$ cat config.mk
export PLATFORM = sky130hd
export DESIGN_NAME = pwr_stage_sequencer
export DESIGN_NICKNAME = d
export VERILOG_FILES = /design/src/rtl/seqr_pkg.sv /design/src/rtl/seqr_enable_decode.sv /design/src/rtl/seqr_glitch_filter.sv /design/src/rtl/seqr_ilim_tracker.sv /design/src/rtl/seqr_wait_timer.sv /design/src/rtl/pwr_stage_sequencer.sv
export SDC_FILE = /design/constraint.sdc
export NUM_CORES = 1
export LEC_CHECK = 0
export ABC_AREA = 1
export BUFFER_PORTS_ARGS = -buffer_cell sky130_fd_sc_hd__buf_2
export CAP_MARGIN = 15
export CORE_UTILIZATION = 45
export CTS_CLUSTER_SIZE = 16
export DETAILED_ROUTE_END_ITERATION = 10
export SYNTH_ARGS = -nofsm -noshare
export SYNTH_HDL_FRONTEND = slang
export SYNTH_SLANG_ARGS = --single-unit
$ cat constraint.sdc
create_clock -name clk -period 4.05 [get_ports clk]
set_input_delay 0.81 -clock clk [delete_from_list [all_inputs] [get_ports clk]]
set_output_delay 0.81 -clock clk [all_outputs]
set_load 0.05 [all_outputs]
$ cat src/rtl/seqr_pkg.sv
package seqr_pkg;
  typedef enum logic [1:0] {
    ST_OFF    = 2'd0,
    ST_RAMP   = 2'd1,
    ST_REG    = 2'd2,
    ST_HICCUP = 2'd3
  } seq_state_e;

  function automatic int unsigned max2(input int unsigned a, input int unsigned b);
    return (a > b) ? a : b;
  endfunction
endpackage

$ cat src/rtl/seqr_enable_decode.sv
module seqr_enable_decode (
  input  logic       en_pin,
  input  logic       vsel,
  input  logic       sw_en0,
  input  logic       sw_en1,
  input  logic [1:0] mode,
  output logic       want_on,
  output logic       fpwm_sel
);
  logic [1:0] sw_bank;
  assign sw_bank  = {sw_en1, sw_en0};
  // the select pin picks one bank of software enable and mode bit
  assign want_on  = en_pin & sw_bank[vsel];
  assign fpwm_sel = mode[vsel];
endmodule

$ cat src/rtl/seqr_glitch_filter.sv
module seqr_glitch_filter #(
  parameter int unsigned QUAL = 4
) (
  input  logic clk,
  input  logic rst_n,
  input  logic raw,
  output logic qualified
);
  localparam int unsigned CW = $clog2(QUAL + 1);
  localparam logic [CW-1:0] LAST = CW'(QUAL - 1);

  logic [CW-1:0] run_len;

  always_ff @(posedge clk or negedge rst_n) begin
    if (!rst_n) begin
      run_len   <= '0;
      qualified <= 1'b0;
    end else if (!raw) begin
      run_len   <= '0;
      qualified <= 1'b0;
    end else if (run_len == LAST) begin
      qualified <= 1'b1;
    end else begin
      run_len   <= run_len + 1'b1;
    end
  end

  assert_ovp_needs_raw_R10: assert property (@(posedge clk) disable iff (!rst_n)
    qualified |-> $past(raw));
  assert_ovp_len_bound_R10: assert property (@(posedge clk) disable iff (!rst_n)
    run_len <= LAST);
endmodule

$ cat src/rtl/seqr_ilim_tracker.sv
module seqr_ilim_tracker #(
  parameter int unsigned TRIP = 16
) (
  input  logic clk,
  input  logic rst_n,
  input  logic active,
  input  logic cyc_done,
  input  logic cyc_hit,
  output logic trip
);
  localparam int unsigned CW = $clog2(TRIP + 1);
  localparam logic [CW-1:0] LAST = CW'(TRIP - 1);

  logic [CW-1:0] streak;

  assign trip = active & cyc_done & cyc_hit & (streak == LAST);

  always_ff @(posedge clk or negedge rst_n) begin
    if (!rst_n) begin
      streak <= '0;
    end else if (!active) begin
      streak <= '0;
    end else if (cyc_done) begin
      if (!cyc_hit || streak == LAST) streak <= '0;
      else                           streak <= streak + 1'b1;
    end
  end

  assert_streak_bound_R6: assert property (@(posedge clk) disable iff (!rst_n)
    streak <= LAST);
  assert_clean_clears_R7: assert property (@(posedge clk) disable iff (!rst_n)
    (cyc_done && !cyc_hit) |=> (streak == '0));
endmodule

$ cat src/rtl/seqr_wait_timer.sv
module seqr_wait_timer #(
  parameter int unsigned W = 8
) (
  input  logic         clk,
  input  logic         rst_n,
  input  logic         load,
  input  logic [W-1:0] load_val,
  output logic         expired
);
  logic [W-1:0] remain;

  assign expired = (remain == '0);

  always_ff @(posedge clk or negedge rst_n) begin
    if (!rst_n)             remain <= '0;
    else if (load)          remain <= load_val;
    else if (remain != '0)  remain <= remain - 1'b1;
  end

  assert_timer_down_R8: assert property (@(posedge clk) disable iff (!rst_n)
    (!load && $past(remain) != '0) |-> (remain == $past(remain) - 1'b1));
endmodule

$ cat src/rtl/pwr_stage_sequencer.sv
module pwr_stage_sequencer
  import seqr_pkg::*;
#(
  parameter int unsigned SS_CYCLES     = 360,
  parameter int unsigned HICCUP_CYCLES = 425000,
  parameter int unsigned ILIM_TRIP     = 16,
  parameter int unsigned OVP_QUAL      = 4
) (
  input  logic       clk,
  input  logic       rst_n,
  input  logic       en_pin,
  input  logic       vsel,
  input  logic       sw_en0,
  input  logic       sw_en1,
  input  logic [1:0] mode,
  input  logic       dischg_en,
  input  logic       uvlo_in,
  input  logic       ovp_in,
  input  logic       therm_in,
  input  logic       cyc_done,
  input  logic       cyc_ilim,
  output logic       run,
  output logic       hiz,
  output logic       discharge,
  output logic       fpwm,
  output logic       softstart,
  output logic       pgood,
  output logic       buck_on,
  output logic       stat_uvlo,
  output logic       stat_ovp,
  output logic       stat_ot
);
  localparam int unsigned TMR_W = $clog2(max2(SS_CYCLES, HICCUP_CYCLES) + 1);
  localparam logic [TMR_W-1:0] SS_LOAD = TMR_W'(SS_CYCLES - 1);
  localparam logic [TMR_W-1:0] HC_LOAD = TMR_W'(HICCUP_CYCLES - 1);

  seq_state_e       state, nxt;
  logic             want_on, fpwm_sel, ovp_q, fault, trip, tmr_done;
  logic             tmr_load;
  logic [TMR_W-1:0] tmr_val;

  seqr_enable_decode u_dec (
    .en_pin   (en_pin),
    .vsel     (vsel),
    .sw_en0   (sw_en0),
    .sw_en1   (sw_en1),
    .mode     (mode),
    .want_on  (want_on),
    .fpwm_sel (fpwm_sel)
  );

  seqr_glitch_filter #(.QUAL(OVP_QUAL)) u_ovp (
    .clk       (clk),
    .rst_n     (rst_n),
    .raw       (ovp_in),
    .qualified (ovp_q)
  );

  seqr_ilim_tracker #(.TRIP(ILIM_TRIP)) u_ilim (
    .clk      (clk),
    .rst_n    (rst_n),
    .active   (run),
    .cyc_done (cyc_done),
    .cyc_hit  (cyc_ilim),
    .trip     (trip)
  );

  seqr_wait_timer #(.W(TMR_W)) u_tmr (
    .clk      (clk),
    .rst_n    (rst_n),
    .load     (tmr_load),
    .load_val (tmr_val),
    .expired  (tmr_done)
  );

  assign fault = uvlo_in | therm_in | ovp_q;

  always_comb begin
    nxt      = state;
    tmr_load = 1'b0;
    tmr_val  = SS_LOAD;
    unique case (state)
      ST_OFF: begin
        if (want_on && !fault) begin
          nxt      = ST_RAMP;
          tmr_load = 1'b1;
        end
      end
      ST_RAMP, ST_REG: begin
        if (!want_on || fault) begin
          nxt = ST_OFF;
        end else if (trip) begin
          nxt      = ST_HICCUP;
          tmr_load = 1'b1;
          tmr_val  = HC_LOAD;
        end else if (state == ST_RAMP && tmr_done) begin
          nxt = ST_REG;
        end
      end
      ST_HICCUP: begin
        if (!want_on) begin
          nxt = ST_OFF;
        end else if (tmr_done) begin
          if (fault) begin
            nxt = ST_OFF;
          end else begin
            nxt      = ST_RAMP;
            tmr_load = 1'b1;
          end
        end
      end
      default: nxt = ST_OFF;
    endcase
  end

  always_ff @(posedge clk or negedge rst_n) begin
    if (!rst_n) state <= ST_OFF;
    else        state <= nxt;
  end

  assign run       = (state == ST_RAMP) || (state == ST_REG);
  assign hiz       = (state == ST_HICCUP);
  assign softstart = (state == ST_RAMP);
  assign pgood     = (state == ST_REG);
  assign buck_on   = run;
  assign fpwm      = run & fpwm_sel;
  assign discharge = dischg_en & ~want_on;
  assign stat_uvlo = uvlo_in;
  assign stat_ot   = therm_in;
  assign stat_ovp  = ovp_q;

  assert_en_low_off_R1: assert property (@(posedge clk) disable iff (!rst_n)
    !en_pin |=> !run);
  assert_discharge_off_R4: assert property (@(posedge clk) disable iff (!rst_n)
    discharge |=> !run);
  assert_pgood_after_ramp_R5: assert property (@(posedge clk) disable iff (!rst_n)
    $rose(pgood) |-> $past(softstart));
  assert_hiz_entry_R6: assert property (@(posedge clk) disable iff (!rst_n)
    $rose(hiz) |-> $past(cyc_done && cyc_ilim));
  assert_fault_off_R9: assert property (@(posedge clk) disable iff (!rst_n)
    (uvlo_in || therm_in) |=> !run);
  assert_ovp_off_R10: assert property (@(posedge clk) disable iff (!rst_n)
    stat_ovp |=> !run);
endmodule

# After elaboration in Yosys (flattened, before gate mapping)
# Cells that the tools add are included.
[totals]
register_bits = 30
output_inout_bits = 10
elab_cells = 74
[classes]
addsub = 3
magnitude_cmp = 1
eq_ne = 11
mux = 31
bitwise_logic = 9
n_reduce_logical = 14
[ops]
columns = ["op", "count"]
rows = [
  ["$mux 19", 5],
  ["$logic_not 19->1", 1],
  ["$reduce_bool 19->1", 1],
  ["$sub 19x1->19 const B", 1],
  ["$mux 5", 3],
  ["$mux 1", 13],
  ["$mux 2", 6],
  ["$and 1x1->1", 6],
  ["$mux 3", 2],
  ["$ne 2x2->1 const B", 3],
  ["$pmux 2 s3", 1],
  ["$add 5x1->5 const B", 1],
  ["$eq 5x4->1 const B", 1],
  ["$eq 2x2->1 const B", 2],
  ["$ne 4x4->1 const B", 1],
  ["$add 3x1->3 const B", 1],
  ["$eq 3x2->1 const B", 1],
  ["$logic_not 1->1", 3],
  ["$logic_or 1x1->1", 3],
  ["$ne 3x2->1 const B", 1],
  ["$pmux 1 s3", 1],
  ["$reduce_and 3->1", 1],
  ["$eq 2x1->1 const B", 1],
  ["$logic_and 1x1->1", 2],
  ["other kinds (7)", 8],
]

# Longest topological paths before layout
[depth]
word_depth = 9
depth_mapped = 14
mapped_depth_nobuf = 13

# Modules after synthesis
# Synthesis repeated with hierarchy kept, for this count alone.
[unflattened]
hier_cells = 312
hier_area_um2 = 2155.8
[modules_own_cells]
columns = ["module", "instances", "cells_each", "area_per_inst_um2"]
rows = [
  ["seqr_wait_timer", 1, 192, 1300.0],
  ["pwr_stage_sequencer", 1, 58, 361.6],
  ["seqr_ilim_tracker", 1, 34, 274.0],
  ["seqr_glitch_filter", 1, 20, 188.9],
  ["seqr_enable_decode", 1, 8, 31.3],
]

# Least setup slack after synthesis
# No wires, ideal clock.
[synth_path]
path_type = "reg2out"
start = "register state[0]"
end = "output fpwm"
t_arrival_ns = 2.089
t_required_ns = 3.240
slack_ns = 1.151
stages_incl_launch_ff = 5
n_path_buf = 0
cell_sequence = "dfrtp_1 inv_1 ha_1 o21ai_0 a21oi_1"
[synth_between]
elab_chain_len = 3
elab_cells_between_ends = 4
[synth_lines]
columns = ["element", "line", "text"]
rows = [
  ["start, declared", "pwr_stage_sequencer.sv:37", "seq_state_e state, nxt;"],
  ["start signal, assigned", "pwr_stage_sequencer.sv:118", "else state <= nxt;"],
  ["$eq 2x1->1 / $eq 2x2->1 (equally long branches)", "pwr_stage_sequencer.sv:121", "assign run = (state == ST_RAMP) || (state == ST_REG);"],
  ["$logic_or 1x1->1 (*)", "pwr_stage_sequencer.sv:121", ""],
  ["via buck_on", "pwr_stage_sequencer.sv:28", "output logic buck_on,"],
  ["$and 1x1->1 (*)", "pwr_stage_sequencer.sv:126", "assign fpwm = run & fpwm_sel;"],
  ["end, declared", "pwr_stage_sequencer.sv:25", "output logic fpwm,"],
]
# Mark *: on every way through the listed nets, which the timed path passes. The rest lies on a longest branch.

# Worst setup path after layout
[layout_path]
start = "register state[0]"
end = "output fpwm"
[layout_between]
elab_chain_len = 3
elab_cells_between_ends = 4
[layout_lines]
columns = ["element", "line"]
rows = [
  ["$eq 2x1->1 / $eq 2x2->1 (equally long branches)", "pwr_stage_sequencer.sv:121"],
  ["$logic_or 1x1->1 (*)", "pwr_stage_sequencer.sv:121"],
  ["$and 1x1->1 (*)", "pwr_stage_sequencer.sv:126"],
]
# Mark *: on every way between the ends. The rest lies on a longest branch, timed or not.

==> impl_metrics.json <==
{
  "synth_cell_type_count": 29,
  "ys_warn_count": 0,
  "clk_pin_slew_ps": 70,
  "finalHoldViolations": 0,
  "die_area_sq_mm": 0.00441,
  "cts_hold_buf": 0,
  "relSlewSlack": 0.558,
  "finalCritPeriodShare": 0.630,
  "layout-drive-gt1-share": 0.152,
  "h-tree-depth": 2,
  "max_freq_mhz": 392,
  "wl_microns": 3550,
  "coreArea_sq_mm": 0.00400,
  "fin_skew_ps": 6.61,
  "clk_path_buf_depth": 2,
  "synth_largest_area_cell": "dfrtp_1",
  "synth-main-ff-cell": "dfrtp_1",
  "grt_max_degree": 31,
  "cp.arrival_ps": 1740,
  "clkLatencyLatePin_ps": 280,
  "finalWeightedCongestion": 0.782,
  "critPathLaunchType": "flip-flop",
  "end_kind": "output port",
  "track_usage": 0.190,
  "hold_class": "flip-flop to flip-flop",
  "grt_pass1_vias": 1484,
  "wl_per_cell_microns": 11.1,
  "avgSynthCellArea_sq_um": 7.62,
  "grt_pass1_wl_microns": 6230,
  "synth_area_sq_mm": 0.00187,
  "antenna_found_initial": 0,
  "portBuffers": 23,
  "status": "finished, final reports clean",
  "drt-pass1-iter-count": 4,
  "nets": 292,
  "fin_area_sq_mm": 0.00209,
  "synth_nets": 268,
  "drt.antenna.violating_nets": 0,
  "placed_area_sq_mm": 0.00199,
  "min_period_ps": 2550,
  "start_util": 0.467,
  "avgViaCountPerCell": 4.76,
  "final_util": 0.521,
  "cts-resized-gates": 0,
  "cts_sinks": 30,
  "antenna_cells": 0,
  "drv_cap": 0,
  "postCtsSetupBuffers": 0,
  "area_growth_pct": 11.7,
  "yosysSeqAreaShare": 0.402,
  "cts-buffers-inserted": 5,
  "fp-row-count": 23,
  "num_io_pins": 24,
  "synth_edf_count": 0,
  "tns_ps": 0,
  "vias": 1523,
  "cp-startpoint": "state[0]$_DFFE_PN0P_",
  "drt_iter0_drc": 40,
  "synth_area_leaders": "dfrtp_1, nand2_1, inv_1, nor2_1, ha_1",
  "tritoncts": "done",
  "crit_fanout": 9,
  "grt_overflow_total": 0,
  "cts_root_buffer": "clkbuf_8",
  "power_density_mw_per_mm2": 549,
  "die_h_microns": 66.4,
  "synth_seq_cells": 30,
  "rsz0062_at_grt": "no",
  "path_class": "flip-flop to output port",
  "fp.dieW_microns": 66.4,
  "dp_cells": 312,
  "synth.most_common_cell": "nand2_1",
  "hp-start": "u_ovp.run_len[1]$_DFFE_PN0P_",
  "worstPathRequired_ps": 3240,
  "tightest_slew_ps": 663,
  "synth_top_area_frac": 0.402,
  "p_leak_nw": 1.18,
  "synth_common_cells": "nand2_1, inv_1, nor2_1, dfrtp_1, nand3_1",
  "async_flop_share": 1.00,
  "rr_startpoint": "state[0]$_DFFE_PN0P_",
  "remaining_drc_errors": 0,
  "ir_drop_uv": 281,
  "setup_viol": 0,
  "stdcell_count": 320,
  "finalMaxSlewViolations": 0,
  "synthCells": 245,
  "hpwlAfterDp_microns": 2690
}
through the flow:
stage / hold slack, ps / worst slack [ps] / total power [mW]
floorplan: 446 / 1150 / 0.826
global placement: 462 / 1620 / 0.905
detailed placement: 483 / 1560 / 0.908
CTS: 498 / 1460 / 1.16
global route: 508 / 1360 / 1.23
finish: 494 / 1500 / 1.15
cell families after synthesis:
family	Yosys count	synth area share
buf+inv	45	0.106
compound gates	26	0.0804
fa+ha+maj	9	0.0603
xor+xnor	13	0.0610
simple gates	122	0.290
flops	30	0.402
metal layers:
layer	global-route usage	vias up	part of all wire
met1	0.225	673	0.49
met3	0.0483	7	0.033
met5	0	-	0
li1	-	815	-
met2	0.319	28	0.46
met4	0.0878	0	0.019
path summary, 6_finish.rpt:
check | to | slack, ps | depth (start not counted)
worst max-delay path | fpwm | 1500 | 5
worst min-delay path | u_ovp.run_len[1]$_DFFE_PN0P_ | 490 | 2
worst max register to register | u_tmr.remain[14]$_DFFE_PN0P_ | 1680 | 11
worst min register to register | u_ovp.run_len[1]$_DFFE_PN0P_ | 490 | 2
max in group asynchronous | u_tmr.remain[12]$_DFFE_PN0P_ | 3060 | 1
min in group asynchronous | u_ovp.run_len[2]$_DFFE_PN0P_ | 560 | 1
cell type report:
| class | instances | area, sq um |
|---|---|---|
| Fill cell | 393 | 1910 |
| Inverter | 39 | 148 |
| Clock buffer | 7 | 86.3 |
| Tap cell | 50 | 62.6 |
| Multi-Input combinational cell | 170 | 918 |
| Clock inverter | 1 | 5.00 |
| Sequential cell | 30 | 751 |
| Timing Repair Buffer | 23 | 115 |
report_power, final:
| group | internal (mW) | switching [mW] | leakage, nW |
|---|---|---|---|
| Sequential | 0.366 | 0.0583 | 0.393 |
| Clock | 0.137 | 0.112 | 0.0482 |
| Combinational | 0.151 | 0.322 | 0.742 |
layout by cell type, fill, tap and decap left out, types with 5 or more instances in the layout:
| cell type | n |
|---|---|
| buf_2 | 23 |
| clkbuf_8 | 6 |
| dfrtp_1 | 30 |
| ha_1 | 9 |
| inv_1 | 38 |
| nand2_1 | 58 |
| nand3_1 | 15 |
| nor2_1 | 35 |
| o21ai_0 | 14 |
| xnor2_1 | 5 |
| xor2_1 | 8 |
sequential cells by signal, summed over array words and instances, names as in the netlist:
name,flops
u_ovp.run_len,3
state,2
u_ilim.streak,5
u_tmr.remain,19
u_ovp.qualified,1
critical path, stage by stage (launching register included):
cell and delay [ps]:
dfrtp_1 390, inv_1 80, ha_1 460, o21ai_0 140
a21oi_1 120, buf_2 270
(Power assumes the default switching activity.)
